===== src/rtl/tmr_pkg.sv =====
package tmr_pkg;
   // control word bit positions
   localparam int CTL_WDOG_IE = 27;
   localparam int CTL_DEC_IE  = 26;
   localparam int CTL_FIT_IE  = 23;
   localparam int CTL_ARE     = 22;
   // status word bit positions
   localparam int STS_WDOG    = 30;
   localparam int STS_DEC     = 27;
   localparam int STS_FIT     = 26;
   localparam logic [31:0] STS_IMPL = (32'd1 << STS_WDOG) | (32'd1 << STS_DEC) | (32'd1 << STS_FIT);
   // interrupt source indices
   localparam int SRC_DEC  = 0;
   localparam int SRC_WDOG = 1;
   localparam int SRC_FIT  = 2;
   localparam int NUM_SRC  = 3;

   typedef enum logic [1:0] {
      A_CTL = 2'd0,
      A_STS = 2'd1,
      A_DEC = 2'd2,
      A_RLD = 2'd3
   } tmr_addr_e;
endpackage


===== src/rtl/tmr_ctl_reg.sv =====
module tmr_ctl_reg #(
   parameter int W = 32
) (
   input  logic         clk,
   input  logic         rst_n,
   input  logic         we,
   input  logic [W-1:0] wdata,
   output logic [W-1:0] q,
   output logic [W-1:0] q_nxt
);
   always_comb q_nxt = we ? wdata : q;

   always_ff @(posedge clk) begin
      if (!rst_n) q <= '0;
      else        q <= q_nxt;
   end
endmodule


===== src/rtl/tmr_sts_reg.sv =====
module tmr_sts_reg #(
   parameter int          W         = 32,
   parameter logic [W-1:0] IMPL_MASK = '1
) (
   input  logic         clk,
   input  logic         rst_n,
   input  logic         clr_we,
   input  logic [W-1:0] clr_data,
   input  logic [W-1:0] set_vec,
   output logic [W-1:0] q,
   output logic [W-1:0] q_nxt
);
   for (genvar i = 0; i < W; i++) begin : g_bit
      if (IMPL_MASK[i]) begin : g_flop
         logic bit_q;
         // set wins over a clear in the same cycle
         always_comb q_nxt[i] = set_vec[i] | (bit_q & ~(clr_we & clr_data[i]));
         always_ff @(posedge clk) begin
            if (!rst_n) bit_q <= 1'b0;
            else        bit_q <= q_nxt[i];
         end
         assign q[i] = bit_q;
      end else begin : g_tie
         assign q_nxt[i] = 1'b0;
         assign q[i]     = 1'b0;
      end
   end
endmodule


===== src/rtl/tmr_decr.sv =====
module tmr_decr #(
   parameter int DEC_W = 32
) (
   input  logic             clk,
   input  logic             rst_n,
   input  logic             tick,
   input  logic             ld_we,
   input  logic [DEC_W-1:0] ld_data,
   input  logic             rld_we,
   input  logic [DEC_W-1:0] rld_data,
   input  logic             auto_rld,
   output logic [DEC_W-1:0] cnt,
   output logic [DEC_W-1:0] rld,
   output logic             expire
);
   localparam logic [DEC_W-1:0] ONE = DEC_W'(1);
   logic [DEC_W-1:0] cnt_nxt;

   always_comb expire = tick & ~ld_we & (cnt == ONE);

   always_comb begin
      if (ld_we)                 cnt_nxt = ld_data;
      else if (expire)           cnt_nxt = auto_rld ? rld : '0;
      else if (tick && cnt != 0) cnt_nxt = cnt - ONE;
      else                       cnt_nxt = cnt;
   end

   always_ff @(posedge clk) begin
      if (!rst_n) begin
         cnt <= '0;
         rld <= '0;
      end else begin
         cnt <= cnt_nxt;
         if (rld_we) rld <= rld_data;
      end
   end
endmodule


===== src/rtl/tmr_irq.sv =====
module tmr_irq #(
   parameter int N = 3
) (
   input  logic         clk,
   input  logic         rst_n,
   input  logic [N-1:0] sts_nxt,
   input  logic [N-1:0] en_nxt,
   output logic [N-1:0] irq
);
   for (genvar i = 0; i < N; i++) begin : g_src
      always_ff @(posedge clk) begin
         if (!rst_n) irq[i] <= 1'b0;
         else        irq[i] <= sts_nxt[i] & en_nxt[i];
      end
   end
endmodule


===== src/rtl/tmr_unit.sv =====
module tmr_unit
   import tmr_pkg::*;
#(
   parameter int DATA_W = 32,
   parameter int DEC_W  = 32
) (
   input  logic              clk,
   input  logic              rst_n,
   input  logic              tb_tick,
   input  logic              wdog_evt,
   input  logic              fit_evt,
   input  logic              wr_en,
   input  logic [1:0]        wr_addr,
   input  logic [DATA_W-1:0] wr_data,
   input  logic [1:0]        rd_addr,
   output logic [DATA_W-1:0] rd_data,
   output logic              irq_dec,
   output logic              irq_wdog,
   output logic              irq_fit
);
   if (DATA_W != 32) begin : g_bad_data_w
      $error("tmr_unit: DATA_W must be 32, field positions are fixed");
   end
   if (DEC_W < 2 || DEC_W > DATA_W) begin : g_bad_dec_w
      $error("tmr_unit: DEC_W must lie in 2..DATA_W");
   end

   logic              we_ctl, we_sts, we_dec, we_rld;
   logic [DATA_W-1:0] ctl_q, ctl_nxt, sts_q, sts_nxt, sts_set;
   logic [DEC_W-1:0]  dec_cnt, rld_q;
   logic              dec_expire;
   logic [DATA_W-1:0] dec_rd, rld_rd;
   logic [NUM_SRC-1:0] src_sts, src_en, irq_vec;

   always_comb begin
      we_ctl = wr_en && (wr_addr == A_CTL);
      we_sts = wr_en && (wr_addr == A_STS);
      we_dec = wr_en && (wr_addr == A_DEC);
      we_rld = wr_en && (wr_addr == A_RLD);
   end

   tmr_ctl_reg #(.W(DATA_W)) u_ctl (
      .clk(clk), .rst_n(rst_n), .we(we_ctl), .wdata(wr_data),
      .q(ctl_q), .q_nxt(ctl_nxt)
   );

   tmr_decr #(.DEC_W(DEC_W)) u_decr (
      .clk(clk), .rst_n(rst_n), .tick(tb_tick),
      .ld_we(we_dec), .ld_data(wr_data[DEC_W-1:0]),
      .rld_we(we_rld), .rld_data(wr_data[DEC_W-1:0]),
      .auto_rld(ctl_q[CTL_ARE]),
      .cnt(dec_cnt), .rld(rld_q), .expire(dec_expire)
   );

   always_comb begin
      sts_set           = '0;
      sts_set[STS_DEC]  = dec_expire;
      sts_set[STS_WDOG] = wdog_evt;
      sts_set[STS_FIT]  = fit_evt;
   end

   tmr_sts_reg #(.W(DATA_W), .IMPL_MASK(STS_IMPL)) u_sts (
      .clk(clk), .rst_n(rst_n), .clr_we(we_sts), .clr_data(wr_data),
      .set_vec(sts_set), .q(sts_q), .q_nxt(sts_nxt)
   );

   always_comb begin
      src_sts[SRC_DEC]  = sts_nxt[STS_DEC];
      src_sts[SRC_WDOG] = sts_nxt[STS_WDOG];
      src_sts[SRC_FIT]  = sts_nxt[STS_FIT];
      src_en[SRC_DEC]   = ctl_nxt[CTL_DEC_IE];
      src_en[SRC_WDOG]  = ctl_nxt[CTL_WDOG_IE];
      src_en[SRC_FIT]   = ctl_nxt[CTL_FIT_IE];
   end

   tmr_irq #(.N(NUM_SRC)) u_irq (
      .clk(clk), .rst_n(rst_n), .sts_nxt(src_sts), .en_nxt(src_en), .irq(irq_vec)
   );

   assign irq_dec  = irq_vec[SRC_DEC];
   assign irq_wdog = irq_vec[SRC_WDOG];
   assign irq_fit  = irq_vec[SRC_FIT];

   if (DEC_W < DATA_W) begin : g_ext
      assign dec_rd = {{(DATA_W-DEC_W){1'b0}}, dec_cnt};
      assign rld_rd = {{(DATA_W-DEC_W){1'b0}}, rld_q};
   end else begin : g_full
      assign dec_rd = dec_cnt;
      assign rld_rd = rld_q;
   end

   always_comb begin
      unique case (rd_addr)
         A_CTL:   rd_data = ctl_q;
         A_STS:   rd_data = sts_q;
         A_DEC:   rd_data = dec_rd;
         default: rd_data = rld_rd;
      endcase
   end
endmodule


===== config.mk =====
export PLATFORM = sky130hd
export DESIGN_NAME = tmr_unit
export DESIGN_NICKNAME = d
export VERILOG_FILES = /design/src/rtl/tmr_pkg.sv /design/src/rtl/tmr_ctl_reg.sv /design/src/rtl/tmr_sts_reg.sv /design/src/rtl/tmr_decr.sv /design/src/rtl/tmr_irq.sv /design/src/rtl/tmr_unit.sv
export SDC_FILE = /design/constraint.sdc
export NUM_CORES = 1
export LEC_CHECK = 0
export BUFFER_PORTS_ARGS = -buffer_cell sky130_fd_sc_hd__buf_4
export CELL_PAD_IN_SITES_DETAIL_PLACEMENT = 1
export CELL_PAD_IN_SITES_GLOBAL_PLACEMENT = 1
export CORE_MARGIN = 4
export CORE_UTILIZATION = 40
export CTS_BUF_LIST = sky130_fd_sc_hd__clkbuf_8
export DETAILED_ROUTE_END_ITERATION = 8
export HOLD_SLACK_MARGIN = 0.08
export PLACE_DENSITY_LB_ADDON = 0.1
export SLEW_MARGIN = 25
export SYNTH_ARGS = -nofsm -noshare
export SYNTH_HDL_FRONTEND = slang
export SYNTH_SLANG_ARGS = --single-unit
export TNS_END_PERCENT = 50

===== constraint.sdc =====
create_clock -name clk -period 3.1 [get_ports clk]
set_clock_uncertainty 0.2 [all_clocks]
set_input_delay 0.155 -clock clk [delete_from_list [all_inputs] [get_ports clk]]
set_output_delay 0.155 -clock clk [all_outputs]
set_load 0.01 [all_outputs]

==> impl_metrics.json <==
{
  "ys_seq_area_share_pct": 35.6,
  "clockPowerShare_pct": 27.7,
  "cts_tree": "done",
  "clkSinkCount": 102,
  "finalSetupTns_ns": 0,
  "dieWidth_um": 128,
  "root_buffer": "clkbuf_8",
  "place_hpwl_um": 12900,
  "hp-class": "input port to register",
  "drt_iter0_markers": 354,
  "clockBufferDepth": 2,
  "io_buffers": 76,
  "path_delay_family": "simple AND/OR/NAND/NOR gates",
  "synth_xor_area_share_pct": 1.99,
  "synth_top_family_by_area": "compound AO/OA/AOI/OAI gates",
  "ir_worst_vdd_v": 0.000318,
  "grt_pass1_wl_um": 32700,
  "cp_cell_sequence": "or4_4 > or4_4 > buf_4 > nor3_4 > buf_4 > buf_12 > nand3_1 > a311o_1 > a21boi_0",
  "synth_adder_area_share_pct": 0.437,
  "place.gp.congestion": 0.883,
  "slowest_delay_ns": 0.57,
  "nNetsFinal": 854,
  "ys.flop_type": "dfxtp_1",
  "nFillCells": 1657,
  "die_area_um2": 16300,
  "critical_path_arrival_ns": 3.11,
  "grt_setup_unrepaired": "no",
  "leakage_uw": 0.00277,
  "p_per_area_nw_per_um2": 448,
  "seqPwrFrac_pct": 45.5,
  "drive_above_1_share_pct": 21.2,
  "syn_area_per_cell_um2": 8.05,
  "dr.pass1.iters": 4,
  "finalMaxSlewViolations": 0,
  "fin_hold_ws_ns": 0.115,
  "wl_per_cell_um": 19.8,
  "core_area_um2": 13900,
  "antenna_found_initial": 0,
  "num_rows": 43,
  "start_util_pct": 41.1,
  "status": "complete, no violations",
  "crit_path_start_kind": "register",
  "post-route-period-util_pct": 96.6,
  "area.growth.synth_to_final_pct": 24.9,
  "synth-compound-area-share_pct": 28.1,
  "ant_nets": 0,
  "routed_wl_um": 19700,
  "diodes": 0,
  "seq_area_um2": 2040,
  "timing.fmax_mhz": 334,
  "synth_fp_nets": 756,
  "power.switching_uw": 1040,
  "critPathBufInv": 3,
  "grtUsageTotal_pct": 24.7,
  "cts_max_level": 3,
  "p_int_uw": 2160,
  "synth_area_um2": 5730,
  "num_vias": 5775,
  "end_kind": "register",
  "dieHeight_um": 128,
  "cp.required_ns": 3.21,
  "vias_per_cell": 5.80,
  "grt_overflow_total": 0,
  "drc": 0,
  "ys_ff_latch": 102,
  "post_synth_and_or_nand_nor_area_fraction_pct": 22.4,
  "multi_input_area_um2": 3430,
  "cts_made_buffers": 9,
  "netlist_instances": 712,
  "worstPathMaxFanout": 21,
  "clkLatencyLatePin_ns": 0.38,
  "p_sw_share_pct": 32.6,
  "setup_viol": 0,
  "synthArstFlopShare_pct": 0,
  "io_pins": 77,
  "crit_type": "register to register",
  "synth.area.mux_share_pct": 6.66,
  "grt_max_degree": 92,
  "synth_edf_count": 0,
  "period_needed_ns": 3.00,
  "clk_pin_slew_worst_paths_ns": 0.10,
  "synth.distinct_cells": 63,
  "tightest_slew_ns": 0.887,
  "cap_violations": 0,
  "slew_headroom_pct": 40.9,
  "slowest_stage": "or4_4",
  "final_hold_viol_count": 0,
  "pwr-share-comb_pct": 26.8,
  "grt_pass1_vias": 6254,
  "ys_warn_count": 0
}
worst paths after layout:
kind | start | to | slack [ns] | depth (start not counted)
worst max-delay path | u_decr.cnt[16] | u_decr.cnt[0] | 0.10 | 9
worst min-delay path | wr_addr[0] | u_ctl.q[30] | 0.12 | 5
worst max register to register | u_decr.cnt[16] | u_decr.cnt[0] | 0.10 | 9
worst min register to register | u_ctl.q[16] | u_ctl.q[16] | 0.27 | 2
synthesized netlist by cell type, types with 7 or more instances:
library cell	n	area [µm²]
a21boi_0	67	503
a21oi_1	38	190
a22o_1	29	254
a32o_1	8	80.1
and3_1	10	62.6
clkbuf_1	49	184
dfxtp_1	102	2040
mux2_2	27	304
nand2_1	153	574
nand3_1	14	70.1
nand4_1	7	43.8
nor2_1	26	97.6
nor3_1	10	50.1
nor4_1	12	75.1
o211ai_1	9	67.6
o21ai_0	30	150
or3_1	9	56.3
or4_1	7	52.6
xor2_1	7	61.3
layout by cell type (no fill, tap or decap), drive strengths merged, types with 3 or more instances in the layout:
cell,count
or2,4
nand4,7
a21boi,69
a311oi,3
mux4,3
or3,9
nand3,14
o41ai,3
a21oi,38
nor3,12
mux2,27
nor4,12
dlygate4sd3,37
clkbuf,10
o211ai,10
a22o,29
inv,3
dfxtp,102
a31oi,6
o21a,3
a32o,8
nor2b,6
xnor2,6
o21ai,35
xor2,7
nor2,26
o221a,3
nand2,153
or4,9
buf,113
and3,10
area by class of cell:
class	instances	share of cell area, %
repair buffers	150	17.5
multi-input cells	545	48.0
flip-flops and latches	102	28.5
well taps	180	3.15
clock inverters	6	0.874
clock buffers	10	1.92
inverters	2	0.105
power by group through the flow:
stage	sequential, µW	clock [µW]	combinational, µW
finish	1460	889	859
floorplan	1460	0	520
detailed placement	1490	0	813
CTS	1460	919	856
global placement	1480	0	792
global route	1470	981	946
flip-flops by register name, indices dropped and copies added, names as in the netlist:
name,count
u_ctl.q,32
u_decr.cnt,32
u_decr.rld,32
u_irq.irq,3
u_sts.g_bit.g_flop.bit_q,3
metrics by stage:
stage	area, µm²	setup slack [ns]	std cells	total power [µW]	utilization [%]
3_3_place_gp	6560	0.144	941	2280	47.1
6_report	7160	0.105	995	3210	51.4
4_1_cts	7130	0.0491	994	3230	51.2
2_1_floorplan	5730	0.117	712	1980	-
5_1_grt	7160	0.0165	995	3400	51.4
3_5_place_dp	6560	0.0537	941	2300	47.1
worst min-delay path: stages:
cell and delay (ns):
buf_4 0.11, nor3b_2 0.05, buf_4 0.19, nand2_1 0.08, a21boi_0 0.06
cells by family after synthesis:
kind of cell	count (synthesis)
DFF	102
buffers and inverters	65
and+or+nand+nor	273
adders and majority gates	2
xor gates and xnor gates	13
AOI/OAI and AO/OA	226
muxes	31
layer usage:
| metal | routed length, µm | track usage [%] | vias up |
|---|---|---|---|
| li1 | - | - | 2777 |
| met1 | 9110 | 31.7 | 2862 |
| met2 | 9520 | 42.6 | 117 |
| met3 | 774 | 4.75 | 19 |
| met4 | 293 | 6.30 | 0 |
| met5 | 0 | 0 | - |
repair_timing:
| action | CTS | global route |
|---|---|---|
| hold endpoints to repair | 102 | 0 |
| hold buffers | 37 | 0 |
| setup endpoints to repair | 0 | 25 |
| resized for setup | 0 | 5 |
| buffers inserted | 0 | 1 |
Power figures use the tool's default switching activity.
